**src/rtl/pwm3_pkg.sv**
```systemverilog
// Package: shared constants for the three-output PWM timer.
// Holds the counter width, the channel count, the write-port address width
// and the register address map used by the register file.
package pwm3_pkg;
    parameter int CNT_W  = 16;
    parameter int NUM_CH = 3;
    parameter int ADDR_W = 3;

    localparam logic [ADDR_W-1:0] ADR_CTRL  = 3'd0;
    localparam logic [ADDR_W-1:0] ADR_CYCLE = 3'd1;
    localparam logic [ADDR_W-1:0] ADR_DUTY0 = 3'd2;
    localparam logic [ADDR_W-1:0] ADR_FCLR  = 3'd5;

    localparam int FCLR_CYC_BIT = 0;
    localparam int FCLR_OVF_BIT = 1;
    localparam int CTRL_RUN_BIT = 0;
endpackage

```
**src/rtl/pwm3_regs.sv**
```systemverilog
// Module: pwm3_regs
// Register file for the PWM timer. It holds the run bit, the shared cycle
// register and one duty register per channel. It also decodes the flag-clear
// address into single-cycle clear pulses.
// Assumes: writes are single-cycle strobes. Unmapped addresses are dropped.
module pwm3_regs
    import pwm3_pkg::*;
#(
    parameter int W = CNT_W,
    parameter int N = NUM_CH
) (
    input  logic              clk,
    input  logic              rst_n,
    input  logic              wr_en,
    input  logic [ADDR_W-1:0] wr_addr,
    input  logic [W-1:0]      wr_data,
    output logic              run,
    output logic [W-1:0]      cycle,
    output logic [N-1:0][W-1:0] duty,
    output logic              clr_cyc,
    output logic              clr_ovf
);
    logic sel_ctrl;
    logic sel_cycle;
    logic sel_fclr;

    // Address decode for the single-instance registers.
    always_comb begin
        sel_ctrl  = wr_en && (wr_addr == ADR_CTRL);
        sel_cycle = wr_en && (wr_addr == ADR_CYCLE);
        sel_fclr  = wr_en && (wr_addr == ADR_FCLR);
    end

    // Control register: the run bit gates counting.
    always_ff @(posedge clk) begin
        if (!rst_n) begin
            run <= 1'b0;
        end else if (sel_ctrl) begin
            run <= wr_data[CTRL_RUN_BIT];
        end
    end

    // Cycle register: sets the period shared by all channels.
    always_ff @(posedge clk) begin
        if (!rst_n) begin
            cycle <= '1;
        end else if (sel_cycle) begin
            cycle <= wr_data;
        end
    end

    // One duty register per channel, each at its own address.
    for (genvar i = 0; i < N; i++) begin : g_duty
        logic sel_duty;

        // Decode this channel's duty address.
        always_comb begin
            sel_duty = wr_en && (wr_addr == (ADR_DUTY0 + ADDR_W'(i)));
        end

        // Duty storage for channel i.
        always_ff @(posedge clk) begin
            if (!rst_n) begin
                duty[i] <= '0;
            end else if (sel_duty) begin
                duty[i] <= wr_data;
            end
        end
    end

    // Flag-clear pulses. These are valid only in the cycle of the write.
    always_comb begin
        clr_cyc = sel_fclr && wr_data[FCLR_CYC_BIT];
        clr_ovf = sel_fclr && wr_data[FCLR_OVF_BIT];
    end
endmodule

```
**src/rtl/pwm3_counter.sv**
```systemverilog
// Module: pwm3_counter
// Up-counter that returns to zero on a tick where it equals the cycle value.
// It also gives the value the counter will take on the next tick, so the
// channels can register their outputs in step with the count.
// Assumes: tick is already the AND of run and the external clock enable.
module pwm3_counter
    import pwm3_pkg::*;
#(
    parameter int W = CNT_W
) (
    input  logic         clk,
    input  logic         rst_n,
    input  logic         tick,
    input  logic [W-1:0] cycle,
    output logic [W-1:0] cnt,
    output logic [W-1:0] cnt_next,
    output logic         cyc_match,
    output logic         at_max
);
    // Compare against the cycle value and the all-ones value, and form the
    // next count.
    always_comb begin
        cyc_match = (cnt == cycle);
        at_max    = (cnt == {W{1'b1}});
        cnt_next  = cyc_match ? '0 : cnt + 1'b1;
    end

    // Counter register. It advances only on a tick.
    always_ff @(posedge clk) begin
        if (!rst_n) begin
            cnt <= '0;
        end else if (tick) begin
            cnt <= cnt_next;
        end
    end
endmodule

```
**src/rtl/pwm3_flags.sv**
```systemverilog
// Module: pwm3_flags
// Sticky status flags for the cycle compare-match and the counter overflow.
// A set on the same edge as a software clear wins.
// Assumes: clear pulses last a single cycle.
module pwm3_flags (
    input  logic clk,
    input  logic rst_n,
    input  logic tick,
    input  logic cyc_match,
    input  logic at_max,
    input  logic clr_cyc,
    input  logic clr_ovf,
    output logic flag_cyc,
    output logic flag_ovf
);
    logic set_cyc;
    logic set_ovf;

    // Set conditions are qualified by a tick.
    always_comb begin
        set_cyc = tick && cyc_match;
        set_ovf = tick && at_max;
    end

    // Cycle flag: set has priority over clear.
    always_ff @(posedge clk) begin
        if (!rst_n) begin
            flag_cyc <= 1'b0;
        end else if (set_cyc) begin
            flag_cyc <= 1'b1;
        end else if (clr_cyc) begin
            flag_cyc <= 1'b0;
        end
    end

    // Overflow flag: set has priority over clear.
    always_ff @(posedge clk) begin
        if (!rst_n) begin
            flag_ovf <= 1'b0;
        end else if (set_ovf) begin
            flag_ovf <= 1'b1;
        end else if (clr_ovf) begin
            flag_ovf <= 1'b0;
        end
    end
endmodule

```
**src/rtl/pwm3_wave.sv**
```systemverilog
// Module: pwm3_wave
// Waveform stage for one output. On each tick the output is recomputed from
// the count about to be loaded: it is high while that count is at most the
// duty value and below the cycle value. This keeps the output low on the
// last count of every period and high on count zero.
// Assumes: cnt_next comes from the shared counter in the same cycle.
module pwm3_wave
    import pwm3_pkg::*;
#(
    parameter int W = CNT_W
) (
    input  logic         clk,
    input  logic         rst_n,
    input  logic         tick,
    input  logic [W-1:0] cnt_next,
    input  logic [W-1:0] duty,
    input  logic [W-1:0] cycle,
    output logic         pwm
);
    logic in_width;
    logic before_end;
    logic level;

    // Decide the level that goes with the next count.
    always_comb begin
        in_width   = (cnt_next <= duty);
        before_end = (cnt_next < cycle);
        level      = in_width && before_end;
    end

    // Output register. It holds between ticks.
    always_ff @(posedge clk) begin
        if (!rst_n) begin
            pwm <= 1'b0;
        end else if (tick) begin
            pwm <= level;
        end
    end
endmodule

```
**src/rtl/pwm3_timer.sv**
```systemverilog
// Module: pwm3_timer (top)
// Three-output PWM timer with one shared period. It joins the register file,
// the counter, the status flags and one waveform stage per output.
// Assumes: cnt_en comes from an outside prescaler that is synchronous to clk.
module pwm3_timer
    import pwm3_pkg::*;
#(
    parameter int W = CNT_W,
    parameter int N = NUM_CH
) (
    input  logic              clk,
    input  logic              rst_n,
    input  logic              cnt_en,
    input  logic              wr_en,
    input  logic [ADDR_W-1:0] wr_addr,
    input  logic [W-1:0]      wr_data,
    output logic [N-1:0]      pwm_out,
    output logic [W-1:0]      cnt_value,
    output logic              flag_cyc,
    output logic              flag_ovf
);
    logic               run;
    logic [W-1:0]       cycle_q;
    logic [N-1:0][W-1:0] duty_q;
    logic               clr_cyc;
    logic               clr_ovf;
    logic               tick;
    logic [W-1:0]       cnt_next;
    logic               cyc_match;
    logic               at_max;

    // A tick needs both the run bit and the external enable.
    always_comb begin
        tick = run && cnt_en;
    end

    pwm3_regs #(.W(W), .N(N)) u_regs (
        .clk     (clk),
        .rst_n   (rst_n),
        .wr_en   (wr_en),
        .wr_addr (wr_addr),
        .wr_data (wr_data),
        .run     (run),
        .cycle   (cycle_q),
        .duty    (duty_q),
        .clr_cyc (clr_cyc),
        .clr_ovf (clr_ovf)
    );

    pwm3_counter #(.W(W)) u_counter (
        .clk       (clk),
        .rst_n     (rst_n),
        .tick      (tick),
        .cycle     (cycle_q),
        .cnt       (cnt_value),
        .cnt_next  (cnt_next),
        .cyc_match (cyc_match),
        .at_max    (at_max)
    );

    pwm3_flags u_flags (
        .clk       (clk),
        .rst_n     (rst_n),
        .tick      (tick),
        .cyc_match (cyc_match),
        .at_max    (at_max),
        .clr_cyc   (clr_cyc),
        .clr_ovf   (clr_ovf),
        .flag_cyc  (flag_cyc),
        .flag_ovf  (flag_ovf)
    );

    for (genvar i = 0; i < N; i++) begin : g_ch
        pwm3_wave #(.W(W)) u_wave (
            .clk      (clk),
            .rst_n    (rst_n),
            .tick     (tick),
            .cnt_next (cnt_next),
            .duty     (duty_q[i]),
            .cycle    (cycle_q),
            .pwm      (pwm_out[i])
        );
    end
endmodule

```
**config.mk**
```make
export PLATFORM = sky130hd
export DESIGN_NAME = pwm3_timer
export DESIGN_NICKNAME = d
export VERILOG_FILES = /design/src/rtl/pwm3_pkg.sv /design/src/rtl/pwm3_regs.sv /design/src/rtl/pwm3_counter.sv /design/src/rtl/pwm3_flags.sv /design/src/rtl/pwm3_wave.sv /design/src/rtl/pwm3_timer.sv
export SDC_FILE = /design/constraint.sdc
export NUM_CORES = 1
export LEC_CHECK = 0
export BUFFER_PORTS_ARGS = -buffer_cell sky130_fd_sc_hd__buf_2
export CAP_MARGIN = 20
export CORE_ASPECT_RATIO = 1.5
export CORE_MARGIN = 2
export CORE_UTILIZATION = 40
export CTS_BUF_LIST = sky130_fd_sc_hd__clkbuf_8
export DETAILED_ROUTE_END_ITERATION = 16
export SETUP_SLACK_MARGIN = 0.02
export SLEW_MARGIN = 20
export SYNTH_ARGS = -nofsm -noshare
export SYNTH_HDL_FRONTEND = slang
export SYNTH_HIERARCHICAL = 1
export SYNTH_SLANG_ARGS = --single-unit
```
**constraint.sdc**
```tcl
create_clock -name clk -period 4 [get_ports clk]
set_clock_uncertainty 0.15 [all_clocks]
set_input_delay 0.4 -clock clk [delete_from_list [all_inputs] [get_ports clk]]
set_output_delay 0.4 -clock clk [all_outputs]
set_load 0.05 [all_outputs]
```
# Word-level counts from Yosys, hierarchy flattened
# Cells that the tools add are included.
# word_totals
word_cells	45
out_inout_bits	21
in_bits	23
register_bits	86
# classes
muxes	5
addsub	1
magnitude_cmp	4
n_eq_ne	7
reduce_logical	17
# ops
op	count
less-or-equal comparator 16 bit	3
adder 16 x 1 -> 16 bit (second input constant)	1
equality test 16 bit	1
equality test 16 bit (second input constant)	1
less-than comparator 16 bit	1
two-way mux 16 bit	1
logical AND 1 bit	14
equality test 3 x 2 -> 1 bit (second input constant)	2
equality test 3 bit (second input constant)	2
two-way mux 1 bit	4
nonzero test 2 bit	2
equality test 3 x 1 -> 1 bit (second input constant)	1
logical NOT 3 bit	1

# Logic depth before layout (Yosys ltp)
# Gate-level depths: netlist of run 1.
# depth
word_depth	5
ltp_mapped	14
depth_no_buf	11

# Modules after synthesis
# The synthesis of run 1 kept the hierarchy.
# modules_own_cells
module	instances	cells_each	area_each_um2
pwm3_regs	1	254	2642.5
pwm3_wave (g_ch[1].u_wave ...)	2	112	835.8
pwm3_counter	1	184	1436.4
pwm3_wave (g_ch[0].u_wave)	1	112	838.3
pwm3_flags	1	8	82.6
pwm3_timer	1	1	6.3

# Least setup slack after synthesis of run 1
# No wires, ideal clock.
# synth_path
path_kind	reg2reg
startpoint	register u_counter.cnt[0]
endpoint	register g_ch[0].u_wave.pwm
required_ns	3.775
arrival_time_ns	3.393
path_stages_with_launch	13
n_path_buf	1
slack_ns	0.382
cell_sequence	dfxtp_1 -> ha_1 -> and3_1 -> buf_2 -> nand4_1 -> or3_1 -> a21oi_1 -> ha_1 -> a21oi_1 -> nand2_1 -> a221o_1 -> a211o_1 -> a22oi_2
# synth_between
elab_chain_len	4
# synth_lines
item	line	rtl
start, declared	pwm3_counter.sv:15	output logic [W-1:0] cnt,
start signal, assigned	pwm3_counter.sv:33	cnt <= cnt_next;
adder 16 x 1 -> 16 bit or equality test 16 bit (tied branches)	pwm3_counter.sv:25, pwm3_counter.sv:23	
two-way mux 16 bit (*)	pwm3_counter.sv:25	cnt_next = cyc_match ? '0 : cnt + 1'b1;
named net cnt_next[14]	pwm3_timer.sv:28	logic [W-1:0] cnt_next;
less-or-equal comparator 16 bit or less-than comparator 16 bit (tied branches)	pwm3_wave.sv:26, pwm3_wave.sv:27	
logical AND 1 bit (*)	pwm3_wave.sv:28	level = in_width && before_end;
end signal, assigned	pwm3_wave.sv:36	pwm <= level;
end, declared	pwm3_wave.sv:18	output logic pwm
# The timed path passes the listed nets; every way through them passes the cells marked *.
# A chain may end at the register's enable or synchronous reset.

# Worst setup path after layout of run 1
# Ends and elaborated chain as after synthesis.

==> metrics.csv, run 1 <==
stage,metric,value,unit
job,max-capacitance violation count,0,
floorplanning,width of the die,109,um
grt,GR Overflow Total,0,
timing,final number of hold-violating endpoints,0,
timing,fin crit period,3.57,ns
power_and_ir_drop,Leakage,3.74,nW
clocking,TritonCTS Sinks,86,
route,DRC,0,
placement,Post-DP Area,6970,um^2
clocking,CTS tree,done,
floorplanning,die span in y,162,um
grt,largest net degree at the start of global routing,59,
grt,vias in the first global route,5385,
setup_path,crit path buf inv count,1,
floorplanning,row count,57,
timing,pins over their slew limit,0,
timing,final setup fails,0,
timing,RSZ-0062 raised after global routing,false,
clocking,clk_lat worst skew,0.37,ns
cells_and_area,Layout area overhead,7.48,%
setup_path,CP peak stage delay,0.48,ns
clocking,"Clk pin slew, worst setup/hold paths",0.09,ns
placement,DP Wirelength,12800,um
logic_synthesis,sequential element share of the synthesized area,25.8,%
logic_synthesis,top cell type by total area after synthesis,dfxtp_1,
timing,Max Clk Rate,0.280,GHz
power_and_ir_drop,Power Density,261,nW/um^2
clocking,CTS Hold Bufs,0,
logic_synthesis,largest cells by area after synthesis,"dfxtp_1 26%, ha_1 18%, mux2i_1 9.7%",
clocking,CTS max path bufs,2,
setup_path,crit end category,register,
cells_and_area,non-filler cells in the finished layout,1023,
setup_path,"Max FO, Critical Path",8,
logic_synthesis,Synth top area share,25.8,%
timing,Setup WS post-layout,0.429,ns
power_and_ir_drop,worst vdd rail ir drop,216,uV
grt,global-route wire length before repair,27100,um
floorplanning,Core ar.,16300,um^2
setup_path,Critical Path Source Type,register,
logic_synthesis,"Cell Area, Synth",6680,um^2
cells_and_area,layout cells sized above 1,11.5,%
route,WL/cell,16.2,um
clocking,Resize count post-CTS,0,
floorplanning,starting density of the core,41.1,%
placement,input/output buffers,43,
timing,final worst path period share,89.3,%
setup_path,critical path's top delay family,simple AND/OR/NAND/NOR gates,
clocking,cts bufs inserted,9,
placement,final weighted congestion in routability-driven placement,0.893,
run_status,outcome,"complete, no violations",
setup_path,CP Class,reg2reg,
cells_and_area,cell area after layout,7180,um^2
route,antenna-violating nets left,0,
logic_synthesis,Synth Net Count,900,
logic_synthesis,post-synth cell types,61,
setup_path,Critical-path top delay cell,dfxtp_1,
logic_synthesis,Post-Syn Area per Cell,8.53,um^2
logic_synthesis,"Warnings, synthesis",6,
clocking,clock root cell,clkbuf_8,
route,vias after detailed routing,5326,
setup_path,worst path cell trace,"ha_1, and3_1, nand4_1, or3_1, a21oi_1, buf_4, ha_1, a21oi_1, nand2_1, a221o_1, a211o_1, a22oi_2",
route,vias per cell,5.21,
placement,Post-Place Cells,1007,
logic_synthesis,"FFs w/ async S/R, synth",0,%
floorplanning,die area,17800,um^2
hold_path,worst hold path class,in2reg,
cells_and_area,"commonest non-fill, non-tap cell in the layout",nand2_1,
timing,worst slew pin tran,1.04,ns
floorplanning,# IOs,44,
logic_synthesis,Mapped Cells,783,
setup_path,Worst Path Arrival,3.72,ns
logic_synthesis,Synth Flop Type,dfxtp_1,
setup_path,CP Data Required Time,4.15,ns
timing,Slew HR,30.5,%
cells_and_area,Nets,929,
placement,DP Worst Slack,0.506,ns
cells_and_area,Layout fillers,1664,
timing,Hold Slack,0.164,ns
logic_synthesis,number of synthesized flops with an enable pin,0,
clocking,"Setup Fix Bufs, Post-CTS",0,
grt,antenna violations before repair,0,
cells_and_area,most frequent cells in the layout,"99 x nand2_1, 98 x inv_1, 94 x ha_1",
grt,Overall Global Routing Usage,19.6,%
cells_and_area,diode count,0,
clocking,H-tree depth,3,
route,Post-Route WL,16600,um
route,DRT Pass-1 Iters,4,
route,Iteration-0 DRC Markers,334,
logic_synthesis,register bit total from synthesis,86,
timing,total negative setup slack,0,ns
-- cells in the mapped netlist (3+ instances only) --
cell type / number
a41o_1: 3
buf_4: 3
clkbuf_1: 11
a21oi_1: 34
xor2_1: 4
a31oi_1: 3
ha_1: 94
and4_1: 6
a211oi_2: 3
a221o_1: 3
o21ai_0: 16
o21ai_1: 3
nor2b_1: 29
dfxtp_1: 86
or2b_1: 4
nand4b_1: 6
mux2i_1: 65
o211ai_1: 7
nand3b_1: 6
a211oi_1: 8
or3_1: 6
inv_1: 97
nand3_1: 13
and3_1: 4
a21o_1: 5
o21a_1: 9
buf_2: 12
a31o_1: 6
nand2_1: 99
xnor2_1: 20
buf_6: 12
nand4_1: 15
and2b_1: 10
nor2_1: 20
a211o_1: 6
nand2b_1: 10
nor3_1: 8
nor4_1: 5
-- final timing paths --
path / slack [ns] / depth (start not counted) / startpoint / end
min: 0.16 / 3 / wr_data[3] / u_regs/cycle[3]
max: 0.43 / 12 / u_counter/cnt[0] / g_ch[0].u_wave/pwm
max reg2reg: 0.43 / 12 / u_counter/cnt[0] / g_ch[0].u_wave/pwm
min reg2reg: 0.31 / 2 / u_regs/duty[29] / u_regs/duty[29]
-- state kept, by name (all words and copies together) (netlist names) --
name	count
u_flags/flag_ovf	1
u_regs/run	1
u_regs/duty	48
u_flags/flag_cyc	1
g_ch.u_wave/pwm	3
u_regs/cycle	16
u_counter/cnt	16
-- where the power goes --
part / switching [mW] / leakage [nW] / internal, mW
Clock: 0.344 / 0.107 / 0.324
Combinational: 0.185 / 2.93 / 0.123
Sequential: 0.0246 / 0.697 / 0.876
-- worst register-to-register path, stage by stage (launching register included) --
cell and delay (ns):
dfxtp_1 0.48, ha_1 0.27, and3_1 0.42, nand4_1 0.27, or3_1 0.37, a21oi_1 0.16, buf_4 0.19, ha_1 0.27
a21oi_1 0.15, nand2_1 0.07, a221o_1 0.34, a211o_1 0.24, a22oi_2 0.13
-- layer usage --
layer  vias to the layer above  part of all wire [%]  track usage [%]
met2                        61                    51             35.4
met3                        25                   1.9             2.77
li1                       2750                     -                -
met1                      2490                    44             22.9
met4                         0                   3.4             7.88
met5                         -                     0                0
-- per-stage QoR --
step | total power [mW] | util, %
2_1_floorplan | 1.15 | -
3_3_place_gp | 1.23 | 42.8
3_5_place_dp | 1.23 | 42.8
4_1_cts | 1.90 | 44.1
5_1_grt | 1.97 | 44.1
6_report | 1.88 | 44.1
-- kinds of logic (layout without fill, tap and decap cells) --
kind of cell / after synthesis / count (layout) / synth area share (%)
AO/OA/AOI/OAI: 122 / 122 / 12.9
buffers and inverters: 137 / 171 / 9.93
adder cells (fa/ha/maj): 94 / 94 / 17.6
flip-flops: 86 / 86 / 25.8
XOR/XNOR: 26 / 26 / 3.63
AND/OR/NAND/NOR: 253 / 253 / 20.4
multiplexers: 65 / 65 / 9.74
-- layout make-up --
cell class / count / area [um^2] / area share [%]
Clock inverter: 5 / 58.8 / 0.819
Multi-Input combinational cell: 560 / 4290 / 59.8
Sequential cell: 86 / 1720 / 24.0
Clock buffer: 11 / 151 / 2.11
Inverter: 97 / 364 / 5.07
Tap cell: 206 / 258 / 3.59
Timing Repair Buffer: 58 / 330 / 4.60
Power figures use the tool's default switching activity.
==> run 2, diff against run 1 <==
--- a/config.mk
+++ b/config.mk
@@ -8,10 +8,10 @@
 export BUFFER_PORTS_ARGS = -buffer_cell sky130_fd_sc_hd__buf_2
 export CAP_MARGIN = 20
 export CORE_ASPECT_RATIO = 1.5
-export CORE_MARGIN = 2
 export CORE_UTILIZATION = 40
 export CTS_BUF_LIST = sky130_fd_sc_hd__clkbuf_8
 export DETAILED_ROUTE_END_ITERATION = 16
+export PLACE_DENSITY_LB_ADDON = 0.2
 export SETUP_SLACK_MARGIN = 0.02
 export SLEW_MARGIN = 20
 export SYNTH_ARGS = -nofsm -noshare
==> run 2 against run 1 <==
Net effect:
- sequential power barely moved
- clock-buffer cell count fell by 1
- first-iteration DRC count fell by 29%
- register-to-register slack got worse by 0.06 ns
- combinational power rose by 2%
- total power fell by 0.95%
- clock power fell by 3.6%
- flip-flop and latch count did not move
- largest power group unchanged
==> metrics.csv, run 2 (synthesized netlist as in run 1, its figures left out) <==
stage,metric,value,unit
run_status,outcome,"complete, no violations",
cells_and_area,Layout area overhead,7.38,%
grt,antenna violations before repair,0,
setup_path,Critical Path Source Type,register,
route,antenna-violating nets left,0,
timing,fin crit period,3.63,ns
clocking,"Clk pin slew, worst setup/hold paths",0.10,ns
timing,pins over their slew limit,0,
clocking,CTS Hold Bufs,0,
route,Post-Route WL,17900,um
floorplanning,die area,17200,um^2
placement,DP Wirelength,14000,um
clocking,clk_lat worst skew,0.38,ns
setup_path,Worst Path Arrival,3.78,ns
timing,final setup fails,0,
power_and_ir_drop,Leakage,3.73,nW
clocking,Resize count post-CTS,0,
route,top sig layer,met4,
cells_and_area,most frequent cells in the layout,"99 x nand2_1, 97 x inv_1, 94 x ha_1",
clocking,CTS max path bufs,2,
route,met2 wire length,8870,um
timing,RSZ-0062 raised after global routing,false,
cells_and_area,diode count,0,
clocking,clock root cell,clkbuf_8,
timing,worst slew pin tran,1.05,ns
timing,total negative setup slack,0,ns
clocking,cts bufs inserted,9,
timing,final number of hold-violating endpoints,0,
clocking,H-tree depth,3,
grt,largest net degree at the start of global routing,68,
placement,input/output buffers,43,
route,metal3 WL,376,um
setup_path,"Max FO, Critical Path",8,
route,vias per cell,5.33,
floorplanning,row count,57,
route,DRC,0,
power_and_ir_drop,worst vdd rail ir drop,169,uV
timing,Slew HR,29.9,%
grt,GR Overflow Total,0,
floorplanning,die span in y,160,um
placement,DP Worst Slack,0.412,ns
cells_and_area,Largest Register,u_regs/duty,
cells_and_area,Layout fillers,1676,
timing,Max Clk Rate,0.275,GHz
setup_path,CP Data Required Time,4.15,ns
route,Iteration-0 DRC Markers,238,
setup_path,crit end category,register,
job,max-capacitance violation count,0,
floorplanning,Core ar.,16300,um^2
floorplanning,width of the die,107,um
cells_and_area,Final Util,44.1,%
cells_and_area,max reg flops,48,
route,WL/cell,17.5,um
clocking,"Setup Fix Bufs, Post-CTS",0,
timing,final worst path period share,90.8,%
floorplanning,# IOs,44,
hold_path,worst hold path class,in2reg,
route,met1 WL,7840,um
setup_path,CP Class,reg2reg,
floorplanning,starting density of the core,41.1,%
cells_and_area,layout cells sized above 1,11.6,%
grt,vias in the first global route,5460,
grt,Overall Global Routing Usage,21.7,%
cells_and_area,"commonest non-fill, non-tap cell in the layout",nand2_1,
route,DRT Pass-1 Iters,4,
clocking,TritonCTS Sinks,86,
timing,Setup WS post-layout,0.369,ns
route,vias after detailed routing,5457,
cells_and_area,Nets,930,
power_and_ir_drop,Power Density,259,nW/um^2
clocking,CTS tree,done,
placement,final weighted congestion in routability-driven placement,0.870,
grt,global-route wire length before repair,28500,um
cells_and_area,Largest regs,"u_regs/duty: 48 flops, u_counter/cnt: 16 flops, u_regs/cycle: 16 flops",
## run 2: cell count changes in the layout (fill, tap and decap cells not counted)
| cell | change |
|---|---|
| buf_4 | +1 |
| clkbuf_8 | -1 |
| clkinv_2 | +1 |
| clkinv_4 | -2 |
| clkinvlp_4 | +1 |
| inv_1 | -1 |
| inv_6 | +1 |
## run 2: path summary, 6_finish.rpt
kind	startpoint	endpoint	slack, ns	depth (start not counted)
worst min-delay path	wr_data[2]	u_regs/cycle[2]	0.17	3
worst max register to register	u_counter/cnt[0]	g_ch[2].u_wave/pwm	0.37	12
worst min register to register	u_regs/duty[3]	u_regs/duty[3]	0.31	2
worst max-delay path	u_counter/cnt[0]	g_ch[2].u_wave/pwm	0.37	12
## run 2: layer usage
layer  global-route usage, %  up-vias
met1                    25.0     2580
met3                    3.51       31
li1                        -     2752
met4                    12.7        0
met2                    37.2       94
met5                       0        -
## run 2: power breakdown
| group | switching, mW | leakage [nW] | internal, mW |
|---|---|---|---|
| registers | 0.0235 | 0.697 | 0.876 |
| clock network | 0.340 | 0.0948 | 0.304 |
| logic | 0.191 | 2.94 | 0.124 |
## run 2: final cells by class
type	instances	area [um^2]	share of cell area (%)
sequential	86	1720	24.0
multi-input combinational	560	4290	59.9
clock buffer	10	138	1.92
clock inverter	5	58.8	0.820
inverter	97	364	5.08
timing repair buffer	59	338	4.71
tap	206	258	3.59
## run 2: per-stage QoR
| stage | cells | instance area, um^2 | total power [mW] | hold WS (ns) |
|---|---|---|---|---|
| after global placement | 1008 | 6970 | 1.23 | 0.293 |
| after floorplan | 783 | 6680 | 1.15 | 0.280 |
| final | 1023 | 7170 | 1.86 | 0.172 |
| after detailed placement | 1008 | 6970 | 1.23 | 0.300 |
| after CTS | 1023 | 7170 | 1.89 | 0.138 |
| after global routing | 1023 | 7170 | 1.96 | 0.157 |
## run 2: worst max-delay path, cell delays in order (launching register included)
cell	delay, ns
dfxtp_1	0.49
ha_1	0.28
and3_1	0.40
nand4_1	0.31
or3_1	0.39
a21oi_1	0.15
buf_4	0.19
ha_1	0.28
a21oi_2	0.14
nand2_1	0.07
a221o_1	0.34
a211oi_1	0.18
a2bb2oi_1	0.18
